$ cat config.mk
export PLATFORM = sky130hd
export DESIGN_NAME = reg_start_seq
export DESIGN_NICKNAME = d
export VERILOG_FILES = /design/src/rtl/regseq_pkg.sv /design/src/rtl/regseq_ctrl.sv /design/src/rtl/regseq_datapath.sv /design/src/rtl/reg_start_seq.sv
export SDC_FILE = /design/constraint.sdc
export NUM_CORES = 1
export LEC_CHECK = 0
export BUFFER_PORTS_ARGS = -buffer_cell sky130_fd_sc_hd__buf_2
export CAP_MARGIN = 20
export CORE_MARGIN = 2
export CORE_UTILIZATION = 52
export CTS_CLUSTER_SIZE = 30
export DETAILED_ROUTE_END_ITERATION = 8
export MAX_ROUTING_LAYER = met4
export PLACE_DENSITY = 0.73
export SLEW_MARGIN = 20
export SYNTH_ARGS = -nofsm -noshare
export SYNTH_HDL_FRONTEND = slang
export SYNTH_HIERARCHICAL = 1
export SYNTH_SLANG_ARGS = --single-unit
export TNS_END_PERCENT = 5
$ cat constraint.sdc
create_clock -name clk -period 1.8 [get_ports clk]
set_clock_uncertainty 0.15 [all_clocks]
set_input_delay 0.54 -clock clk [delete_from_list [all_inputs] [get_ports clk]]
set_output_delay 0.54 -clock clk [all_outputs]
set_load 0.02 [all_outputs]
$ cat src/rtl/regseq_pkg.sv
package regseq_pkg;
  typedef enum logic [1:0] {
    SEQ_OFF  = 2'd0,
    SEQ_WAKE = 2'd1,
    SEQ_RAMP = 2'd2,
    SEQ_ON   = 2'd3
  } seqState_t;

  // control -> datapath strobes
  typedef struct packed {
    logic clr;      // zero all counters and the code
    logic wakeRun;  // count reference settling time
    logic rampRun;  // advance the soft-start ramp
  } seqStrobe_t;
endpackage

$ cat src/rtl/regseq_ctrl.sv
module regseq_ctrl
  import regseq_pkg::*;
(
  input  logic       clk,
  input  logic       rstN,
  input  logic       enPin,
  input  logic       uvloFlag,
  input  logic       hotFlag,
  input  logic       shortFlag,
  input  logic       wakeDone,
  input  logic       rampLast,
  output seqStrobe_t strobe,
  output logic       refWake,
  output logic       runEn,
  output logic       bleedEn,
  output logic       oscSlow
);
  seqState_t state, stateNext;
  logic haltReq;

  assign haltReq = !enPin || uvloFlag || hotFlag;

  always_comb begin
    stateNext = state;
    if (haltReq) begin
      stateNext = SEQ_OFF;
    end else begin
      case (state)
        SEQ_OFF:  stateNext = SEQ_WAKE;
        SEQ_WAKE: if (wakeDone) stateNext = SEQ_RAMP;
        SEQ_RAMP: if (rampLast) stateNext = SEQ_ON;
        default:  stateNext = SEQ_ON;
      endcase
    end
  end

  always_ff @(posedge clk or negedge rstN) begin
    if (!rstN) state <= SEQ_OFF;
    else       state <= stateNext;
  end

  assign strobe.clr     = haltReq || (state == SEQ_OFF);
  assign strobe.wakeRun = !haltReq && (state == SEQ_WAKE);
  assign strobe.rampRun = !haltReq && (state == SEQ_RAMP);

  assign refWake = (state != SEQ_OFF);
  assign runEn   = (state == SEQ_RAMP) || (state == SEQ_ON);
  assign bleedEn = (state == SEQ_OFF);
  assign oscSlow = runEn && shortFlag;

  AST_DISABLE_TO_OFF: assert property (@(posedge clk) disable iff (!rstN)
    haltReq |=> (state == SEQ_OFF));
  AST_BLEED_EXCLUSIVE: assert property (@(posedge clk) disable iff (!rstN)
    !(bleedEn && runEn));
  AST_WAKE_BEFORE_RUN: assert property (@(posedge clk) disable iff (!rstN)
    $rose(runEn) |-> $past(refWake));
  AST_SLOW_ONLY_RUN: assert property (@(posedge clk) disable iff (!rstN)
    oscSlow |-> runEn);
endmodule

$ cat src/rtl/regseq_datapath.sv
module regseq_datapath
  import regseq_pkg::*;
#(
  parameter int WAKE_CYCLES = 10000,
  parameter int STEP_CYCLES = 784,
  parameter int CODE_W      = 8
) (
  input  logic              clk,
  input  logic              rstN,
  input  seqStrobe_t        strobe,
  output logic              wakeDone,
  output logic              rampLast,
  output logic [CODE_W-1:0] rampCode,
  output logic              rampDone
);
  localparam int WK_W = $clog2(WAKE_CYCLES + 1);
  localparam int ST_W = $clog2(STEP_CYCLES + 1);
  localparam logic [WK_W-1:0]   WAKE_LAST = WK_W'(WAKE_CYCLES - 1);
  localparam logic [ST_W-1:0]   STEP_LAST = ST_W'(STEP_CYCLES - 1);
  localparam logic [CODE_W-1:0] CODE_FULL = {CODE_W{1'b1}};
  localparam logic [CODE_W-1:0] CODE_PRE  = CODE_FULL - 1'b1;

  logic [WK_W-1:0] wakeCnt;
  logic [ST_W-1:0] stepCnt;
  logic stepTick;

  assign stepTick = (stepCnt == STEP_LAST);
  assign wakeDone = strobe.wakeRun && (wakeCnt == WAKE_LAST);
  assign rampLast = strobe.rampRun && stepTick && (rampCode == CODE_PRE);

  always_ff @(posedge clk or negedge rstN) begin
    if (!rstN) begin
      wakeCnt  <= '0;
      stepCnt  <= '0;
      rampCode <= '0;
      rampDone <= 1'b0;
    end else if (strobe.clr) begin
      wakeCnt  <= '0;
      stepCnt  <= '0;
      rampCode <= '0;
      rampDone <= 1'b0;
    end else begin
      wakeCnt  <= strobe.wakeRun ? wakeCnt + 1'b1 : '0;
      rampDone <= rampLast;
      if (strobe.rampRun) begin
        if (stepTick) begin
          stepCnt <= '0;
          if (rampCode != CODE_FULL) rampCode <= rampCode + 1'b1;
        end else begin
          stepCnt <= stepCnt + 1'b1;
        end
      end else begin
        stepCnt <= '0;
      end
    end
  end

  AST_CODE_STEP: assert property (@(posedge clk) disable iff (!rstN)
    ((rampCode != $past(rampCode)) && (rampCode != '0))
      |-> (rampCode == CODE_W'($past(rampCode) + 1'b1)));
  AST_DONE_PULSE: assert property (@(posedge clk) disable iff (!rstN)
    rampDone |=> !rampDone);
  AST_DONE_FULL: assert property (@(posedge clk) disable iff (!rstN)
    rampDone |-> (rampCode == CODE_FULL));
endmodule

$ cat src/rtl/reg_start_seq.sv
module reg_start_seq
  import regseq_pkg::*;
#(
  parameter int WAKE_CYCLES = 10000,
  parameter int STEP_CYCLES = 784,
  parameter int CODE_W      = 8
) (
  input  logic              clk,
  input  logic              rstN,
  input  logic              enPin,
  input  logic              uvloFlag,
  input  logic              hotFlag,
  input  logic              shortFlag,
  output logic              refWake,
  output logic [CODE_W-1:0] rampCode,
  output logic              runEn,
  output logic              bleedEn,
  output logic              oscSlow,
  output logic              rampDone
);
  seqStrobe_t strobe;
  logic wakeDone;
  logic rampLast;

  regseq_ctrl u_ctrl (
    .clk       (clk),
    .rstN      (rstN),
    .enPin     (enPin),
    .uvloFlag  (uvloFlag),
    .hotFlag   (hotFlag),
    .shortFlag (shortFlag),
    .wakeDone  (wakeDone),
    .rampLast  (rampLast),
    .strobe    (strobe),
    .refWake   (refWake),
    .runEn     (runEn),
    .bleedEn   (bleedEn),
    .oscSlow   (oscSlow)
  );

  regseq_datapath #(
    .WAKE_CYCLES (WAKE_CYCLES),
    .STEP_CYCLES (STEP_CYCLES),
    .CODE_W      (CODE_W)
  ) u_dp (
    .clk      (clk),
    .rstN     (rstN),
    .strobe   (strobe),
    .wakeDone (wakeDone),
    .rampLast (rampLast),
    .rampCode (rampCode),
    .rampDone (rampDone)
  );
endmodule

==> impl_metrics.csv, run 1 <==
group,metric,value,unit
status,status,"finished, violations left",
status,violations,"setup timing",
global_route,grt_pass1_vias,1627,
cts,cts_root_buf,"clkbuf_4",
finish,diodes,0,
critical_path,reg2reg_to,"u_dp/rampCode[4]",
drt,routed_wl,4.09,mm
synthesis,synthArstFlopShare,1.00,
critical_path,crit_required,1.87,ns
floorplanning,start_util,0.541,
power,power_per_cell_area,536,nW/um2
placed_design,dpl_cell_area,2160,um2
global_route,grt_max_degree,36,
sta,finalSetupTns,-3.08,ns
cts,clock_sinks,35,
power,power,1.20,mW
synthesis,synth_flop_cell,"dfrtp_1",
placed_design,pre_cts_ws,-0.560,ns
drt,drt_iter0_markers,155,
placed_design,dp_hpwl,2.99,mm
finish,mostFrequentLayoutCell,"dfrtp_1",
critical_path,crit_path_end_kind,"flop",
power,pwr-share-clk,0.310,
finish,layout.cells.non_filler,282,
sta,setup_viol,22,
finish,fin_nets,247,
global_route,grt_usage,0.232,
critical_path,path_class,"in2reg",
floorplanning,die_area,3960,um2
synthesis,synth_fp_nets,198,
cts,cts_tree,"built",
critical_path,cp_max_fo,5,
sta,hold_viol,0,
synthesis,ys_seq_elements,35,
critical_path,crit_arrival,2.15,ns
placed_design,gp_congestion,0.847,
power,p_leak,0.926,nW
power,p_seq_frac,0.657,
global_route,grt.overflow.total,0,
power,p_switching,259,uW
synthesis,postSynthCellCount,188,
sta,hold_ws,0.0198,ns
cts,numCtsBuffers,5,
worst_hold_path,hold_path_class,"in2async",
drt,drcViolationCount,0,
synthesis,syn_area,1810,um2
synthesis,synth_edf_count,0,
synthesis,seq_area_frac_synth,0.485,
cts,path_clk_slew,0.10,ns
drt,vias_per_cell,5.69,
sta,slew_headroom,0.724,
global_route,antenna_found_initial,0,
sta,tightest_slew,0.412,ns
flow_run,drv_cap,0,
synthesis,ys_warn_count,6,
finish,final_core_util,0.670,
sta,fin_crit,2.09,ns
cts,clk_path_buf_depth,2,
sta,fin_crit_sh,1.16,
cts,ctsHoldBuffers,0,
finish,area_delta_synth_final,23.8,%
drt,drt-pass1-iter-count,4,
floorplanning,placementRows,21,
finish,drive_above_1_share,0.271,
sta,slew_viol_final,0,
synthesis,yosysUniqueCellTypes,38,
cts,clock_latency,0.31,ns
power,combPwrFrac,0.032,
floorplanning,placeableCoreArea,3340,um2
floorplanning,io_pins,19,
sta,setup_slack,-0.286,ns
finish,fin_area,2240,um2
drt,ant_nets,0,
drt,vias,1604,
synthesis,syn_area_per_cell,9.61,um2
power,p_sw_frac,0.216,
cts,htree_levels,2,
placed_design,dp_cells,275,
floorplanning,die_h,62.9,um
critical_path,reg2reg_from,"u_dp/stepCnt[6]",
floorplanning,dieWidth,62.9,um
critical_path,cp-start-kind,"primary input",
global_route,grt_pass1_wl,7.05,mm
placed_design,io_buffers,18,
sta,rsz0062_at_grt,"true",
power,vdd_drop_max,415,uV
drt,routedWlPerCell,14.5,um
critical_path,regToRegSetupSlack,-0.20,ns
critical_path,startpoint,"uvloFlag",
finish,layout_common_cells,"34 x dfrtp_1, 28 x buf_4, 28 x nor2_1, 16 x buf_2, 14 x xnor2_1",
critical_path,reg2regPathDepth,4,
sta,max_freq,479,MHz
power,intPower,941,uW
[synth_stat cells (all sizes together) (2+ instances only)]
cell / count / area share
dfrtp: 35 / 0.48
nor2: 28 / 0.058
xnor2: 14 / 0.068
nand3: 13 / 0.039
nand2: 12 / 0.025
nor3: 11 / 0.030
inv: 10 / 0.021
a21oi: 7 / 0.019
nor4: 6 / 0.037
nand4: 5 / 0.017
and3: 4 / 0.014
ha: 4 / 0.028
xor2: 4 / 0.019
clkbuf: 3 / 0.0062
nand2b: 3 / 0.010
o21ai: 3 / 0.0083
or3: 3 / 0.010
a211oi: 2 / 0.0083
a21o: 2 / 0.0083
a311oi: 2 / 0.0097
a31oi: 2 / 0.0069
nor3b: 2 / 0.0083
or4: 2 / 0.010
[metal layers]
layer / vias to the layer above / track usage / routed length [um]
met2: 60 / 0.382 / 2110
li1: 752 / - / -
met3: 10 / 0.0667 / 184
met1: 782 / 0.264 / 1720
met5: - / - / 0
met4: 0 / 0.0972 / 72
[worst max-delay path, stage by stage]
cell and delay, ns:
buf_6 0.09, or3b_4 0.43, nor3_4 0.18, inv_2 0.09, nor4_4 0.29, buf_4 0.17
nand3_2 0.07, mux2_4 0.31
[logic make-up after synthesis]
family	synth area share
and+or+nand+nor	0.291
muxes	0.0138
adders and majority gates	0.0277
buffers and inverters	0.0298
AOI/OAI and AO/OA	0.0658
xor gates and xnor gates	0.0873
DFF	0.485
[flip-flops by register name (all words and copies together), names as in the netlist]
| name | flops |
|---|---|
| u_dp/rampCode | 8 |
| u_dp/rampDone | 1 |
| u_dp/stepCnt | 10 |
| u_dp/wakeCnt | 14 |
| u_ctrl/state | 2 |
[layout make-up]
cell class | count | area, um2
Fill cell | 274 | 1100
Sequential cell | 35 | 877
Clock buffer | 6 | 41.3
Timing Repair Buffer | 46 | 322
Multi-Input combinational cell | 139 | 902
Inverter | 10 | 37.5
Tap cell | 46 | 57.6
[power groups by stage]
| stage | logic (mW) | registers (mW) | clock network [mW] |
|---|---|---|---|
| final | 0.0385 | 0.789 | 0.372 |
| after global routing | 0.0436 | 0.789 | 0.420 |
| after CTS | 0.0396 | 0.788 | 0.384 |
| after detailed placement | 0.0377 | 0.804 | 0 |
| after global placement | 0.0368 | 0.804 | 0 |
| after floorplan | 0.00859 | 0.804 | 0 |
[timing repair]
item | 4_1_cts | 5_1_grt
resized for setup | 3 | 3
setup buffers | 1 | 0
setup endpoints to repair | 22 | 37
pin swaps | 6 | 1
[worst max path at each step]
stage	endpoint	slack (ns)	depth (start not counted)
after CTS	u_dp/rampCode[7]	-0.27	8
after floorplan	u_ctrl/state[0]	-0.40	7
after detailed placement	u_ctrl/state[0]	-0.56	8
after global placement	u_ctrl/state[0]	-0.45	8
final	u_dp/rampCode[7]	-0.29	8
after global routing	u_ctrl/state[0]	-0.34	8
Note: power is estimated with default switching activity, not from simulation.
==> inputs of run 2 (changes only) <==
--- a/config.mk
+++ b/config.mk
@@ -8,11 +8,11 @@
 export BUFFER_PORTS_ARGS = -buffer_cell sky130_fd_sc_hd__buf_2
 export CAP_MARGIN = 20
 export CORE_MARGIN = 2
-export CORE_UTILIZATION = 52
+export CORE_UTILIZATION = 39
 export CTS_CLUSTER_SIZE = 30
 export DETAILED_ROUTE_END_ITERATION = 8
 export MAX_ROUTING_LAYER = met4
-export PLACE_DENSITY = 0.73
+export PLACE_DENSITY = 0.57
 export SLEW_MARGIN = 20
 export SYNTH_ARGS = -nofsm -noshare
 export SYNTH_HDL_FRONTEND = slang
==> impl_metrics.csv, run 2 (synthesized netlist as in run 1, its figures left out) <==
group,metric,value,unit
placed_design,dpl_cell_area,2210,um2
power,p_leak,0.986,nW
drt,routed_wl,3.87,mm
global_route,grt_pass1_vias,1579,
critical_path,crit_required,1.82,ns
sta,fin_crit_sh,1.17,
floorplanning,placeableCoreArea,4410,um2
sta,tightest_slew,0.399,ns
cts,clk_path_buf_depth,2,
sta,rsz0062_at_grt,"true",
cts,clock_sinks,35,
cts,cts_setup_buffers,0,
cts,clock_latency,0.28,ns
cts,numCtsBuffers,5,
drt,drt-pass1-iter-count,4,
finish,regMostFlops,"u_dp/wakeCnt",
critical_path,path_class,"reg2reg",
floorplanning,dieWidth,72.1,um
critical_path,reg2reg_from,"u_dp/stepCnt[6]",
critical_path,crit_path_end_kind,"flop",
sta,setup_viol,15,
cts,htree_levels,2,
critical_path,crit_arrival,2.13,ns
status,status,"finished, violations left",
power,power_per_cell_area,571,nW/um2
global_route,grt_usage,0.175,
power,vdd_drop_max,247,uV
finish,regArea,876,um2
drt,ant_nets,0,
global_route,grt.overflow.total,0,
finish,layout_common_cells,"35 x dfrtp_1, 31 x buf_4, 28 x nor2_1, 16 x buf_2, 14 x xnor2_1",
finish,area_delta_synth_final,30.2,%
finish,fill_cells,412,
floorplanning,die_h,72.1,um
finish,fin_nets,251,
critical_path,cp_max_fo,3,
finish,drive_above_1_share,0.304,
critical_path,cp.buffers_inverters,1,
finish,reg_top3,"u_dp/wakeCnt x14, u_dp/stepCnt x10, u_dp/rampCode x8",
placed_design,io_buffers,18,
sta,setup_slack,-0.309,ns
finish,largest_reg_flops,14,
global_route,antenna_found_initial,0,
critical_path,slowest_stage,"or4_4",
drt,drt_iter0_markers,74,
placed_design,pre_cts_ws,-0.510,ns
cts,cts_tree,"built",
floorplanning,placementRows,24,
critical_path,crit_family,"simple AND/OR/NAND/NOR gates",
finish,mostFrequentLayoutCell,"dfrtp_1",
drt,drcViolationCount,0,
critical_path,startpoint,"u_dp/stepCnt[6]",
status,violations,"setup timing",
critical_path,path_cells,"or4_4 -> nor4_4 -> buf_4 -> nand3_2 -> mux2_4",
cts,path_clk_slew,0.07,ns
drt,vias,1537,
sta,max_freq,474,MHz
sta,slew_viol_final,0,
placed_design,dp_hpwl,2.87,mm
critical_path,critPathMaxStageDelay,0.59,ns
finish,multi_input_area,946,um2
floorplanning,start_util,0.409,
drt,routedWlPerCell,13.3,um
sta,fin_crit,2.11,ns
drt,vias_per_cell,5.26,
finish,final_core_util,0.533,
floorplanning,io_pins,19,
critical_path,reg2regPathDepth,5,
worst_hold_path,hold_path_class,"in2async",
placed_design,gp_congestion,0.886,
cts,cts_root_buf,"clkbuf_8",
global_route,grt_pass1_wl,6.97,mm
flow_run,drv_cap,0,
critical_path,reg2reg_to,"u_dp/rampCode[7]",
global_route,grt_max_degree,21,
finish,fin_area,2350,um2
sta,hold_viol,0,
critical_path,regToRegSetupSlack,-0.31,ns
sta,slew_headroom,0.734,
critical_path,cp-start-kind,"flop",
floorplanning,die_area,5190,um2
finish,diodes,0,
run 2: layer usage:
layer	vias to the layer above	global-route usage	part of all wire
li1	754	-	-
met1	748	0.211	0.47
met2	31	0.285	0.49
met3	4	0.0417	0.041
met4	0	0.0650	0.0065
met5	-	-	0
run 2: how the worst max path moves through the flow:
stage | end | slack [ns] | cells past startpoint
floorplan | u_ctrl/state[0] | -0.40 | 7
global placement | u_dp/rampCode[7] | -0.46 | 8
detailed placement | u_dp/rampCode[7] | -0.51 | 8
CTS | u_dp/rampCode[7] | -0.31 | 5
global route | u_ctrl/state[0] | -0.38 | 5
finish | u_dp/rampCode[7] | -0.31 | 5
run 2: power by group:
part	internal, mW	total (mW)	switching, mW	leakage, nW
Combinational	0.0171	0.0417	0.0245	0.460
Sequential	0.787	0.789	0.00140	0.489
Clock	0.258	0.513	0.256	0.0371
Total	1.06	1.34	0.282	0.986
run 2: cell type report:
type | instances | area share
clock buffers | 6 | 0.0309
inverters | 10 | 0.0160
multi-input cells | 139 | 0.402
flip-flops and latches | 35 | 0.372
well taps | 52 | 0.0277
repair buffers | 50 | 0.151
run 2: repair_timing:
| action | CTS | global route |
|---|---|---|
| pin swaps | 10 | 5 |
| gates resized for setup | 10 | 5 |
| setup endpoints to repair | 25 | 25 |
| hold buffers | 0 | 0 |
run 2: per-stage QoR:
| step | power, mW | hold WS [ns] | instances | setup TNS (ns) |
|---|---|---|---|---|
| 3_3_place_gp | 0.842 | 0.330 | 286 | -11.98 |
| 3_5_place_dp | 0.843 | 0.337 | 286 | -11.99 |
| 2_1_floorplan | 0.812 | 0.0944 | 188 | -4.71 |
| 6_report | 1.34 | 0.0267 | 292 | -1.66 |
| 5_1_grt | 1.41 | 0.0435 | 292 | -3.17 |
| 4_1_cts | 1.37 | 0.0305 | 292 | -1.72 |
==> inputs of run 3 (changes only) <==
--- a/config.mk
+++ b/config.mk
@@ -8,11 +8,11 @@
 export BUFFER_PORTS_ARGS = -buffer_cell sky130_fd_sc_hd__buf_2
 export CAP_MARGIN = 20
 export CORE_MARGIN = 2
-export CORE_UTILIZATION = 39
+export CORE_UTILIZATION = 25
 export CTS_CLUSTER_SIZE = 30
 export DETAILED_ROUTE_END_ITERATION = 8
 export MAX_ROUTING_LAYER = met4
-export PLACE_DENSITY = 0.57
+export PLACE_DENSITY = 0.4
 export SLEW_MARGIN = 20
 export SYNTH_ARGS = -nofsm -noshare
 export SYNTH_HDL_FRONTEND = slang
==> impl_metrics.csv, run 3 (synthesized netlist as in run 1, its figures left out) <==
group,metric,value,unit
status,status,"finished, violations left",
status,violations,"setup timing",
sta,setup_viol,16,
worst_hold_path,hold_path_class,"in2async",
floorplanning,dieWidth,89.0,um
cts,clock_sinks,35,
critical_path,slowest_stage,"or4_4",
sta,tightest_slew,0.375,ns
global_route,grt_max_degree,17,
sta,slew_viol_final,0,
sta,fin_crit,2.05,ns
placed_design,dp_hpwl,2.98,mm
finish,largest_reg_flops,14,
drt,vias,1515,
placed_design,dpl_cell_area,2290,um2
finish,fin_nets,255,
floorplanning,die_h,89.0,um
cts,htree_levels,2,
critical_path,crit_required,1.84,ns
power,power,1.42,mW
flow_run,drv_cap,0,
drt,routed_wl,4.12,mm
power,vdd_drop_max,188,uV
placed_design,io_buffers,18,
floorplanning,io_pins,19,
finish,regArea,876,um2
cts,clk_path_buf_depth,2,
global_route,grt_usage,0.117,
cts,numCtsBuffers,5,
sta,hold_viol,0,
finish,fin_area,2430,um2
cts,cts_root_buf,"clkbuf_8",
placed_design,dp_cells,334,
finish,drive_above_1_share,0.314,
finish,layout_common_cells,"35 x buf_4, 35 x dfrtp_1, 28 x nor2_1, 17 x buf_2, 14 x xnor2_1",
finish,fill_cells,754,
cts,cts_tree,"built",
drt,drt-pass1-iter-count,4,
critical_path,crit_family,"simple AND/OR/NAND/NOR gates",
global_route,grt_pass1_vias,1492,
critical_path,crit_path_end_kind,"flop",
power,p_leak,1.02,nW
critical_path,startpoint,"u_dp/stepCnt[5]",
critical_path,critPathMaxStageDelay,0.59,ns
cts,ctsHoldBuffers,0,
placed_design,pre_cts_ws,-0.503,ns
sta,max_freq,487,MHz
critical_path,cp.buffers_inverters,0,
finish,regMostFlops,"u_dp/wakeCnt",
finish,reg_top3,"u_dp/wakeCnt x14, u_dp/stepCnt x10, u_dp/rampCode x8",
power,power_per_cell_area,585,nW/um2
finish,area_delta_synth_final,34.3,%
floorplanning,start_util,0.262,
critical_path,path_cells,"or4_4 -> nor4_4 -> and4_1 -> nor3b_1 -> a311oi_1",
global_route,grt.overflow.total,0,
global_route,antenna_found_initial,0,
drt,ant_nets,0,
sta,hold_ws,0.00825,ns
sta,setup_slack,-0.253,ns
finish,layout.cells.non_filler,341,
finish,diodes,0,
critical_path,cp-start-kind,"flop",
placed_design,gp_congestion,0.760,
sta,slew_headroom,0.750,
drt,vias_per_cell,4.44,
drt,drt_iter0_markers,54,
cts,cts_setup_buffers,0,
drt,routedWlPerCell,12.1,um
critical_path,cp_max_fo,3,
drt,drcViolationCount,0,
critical_path,path_class,"reg2reg",
floorplanning,placeableCoreArea,6910,um2
critical_path,reg2reg_from,"u_dp/stepCnt[5]",
critical_path,crit_arrival,2.10,ns
floorplanning,placementRows,30,
floorplanning,die_area,7920,um2
finish,multi_input_area,927,um2
sta,fin_crit_sh,1.14,
cts,clock_latency,0.29,ns
cts,path_clk_slew,0.07,ns
global_route,grt_pass1_wl,6.90,mm
sta,rsz0062_at_grt,"true",
[run 3: cell types whose count changed in the layout (fill, tap and decap cells not counted), sizes merged]
| cell | before | now |
|---|---|---|
| buf | 50 | 54 |
| clkinv | 0 | 1 |
[run 3: layout make-up]
class	count	share of cell area
clock buffers	6	0.0340
clock inverters	1	0.00206
inverters	10	0.0155
multi-input cells	139	0.382
flip-flops and latches	35	0.361
well taps	96	0.0495
repair buffers	54	0.156
[run 3: through the flow]
step                setup TNS, ns  utilization
finish                      -2.07        0.351
global route                -3.61        0.351
CTS                         -2.37        0.348
detailed placement         -13.34        0.332
global placement           -12.86        0.332
floorplan                   -4.71            -
[run 3: what timing repair did]
item,in CTS,in global routing
setup endpoints to repair,36,36
pin swaps,10,1
resized for setup,3,5
[run 3: where the power goes]
group	total, mW	switching, mW	internal (mW)
combinational	0.0398	0.0249	0.0149
sequential	0.788	0.00149	0.787
clock	0.593	0.292	0.301
total	1.42	0.318	1.10
[run 3: final timing paths]
| path | end | slack (ns) | cells after the start |
|---|---|---|---|
| worst max-delay path | u_ctrl/state[0] | -0.25 | 5 |
| worst min-delay path | u_dp/wakeCnt[10] | 0.008 | 1 |
| min in group clk | u_dp/stepCnt[0] | 0.38 | 2 |
| worst max register to register | u_ctrl/state[0] | -0.25 | 5 |
| max in group asynchronous | u_dp/stepCnt[4] | 0.95 | 2 |
| worst min register to register | u_dp/stepCnt[0] | 0.38 | 2 |
[run 3: per-layer routing]
layer / vias to the layer above / GRT usage / wire [um]
li1: 767 / - / -
met1: 715 / 0.151 / 2090
met2: 26 / 0.179 / 1820
met3: 7 / 0.0249 / 133
met4: 0 / 0.0488 / 77
met5: - / - / 0
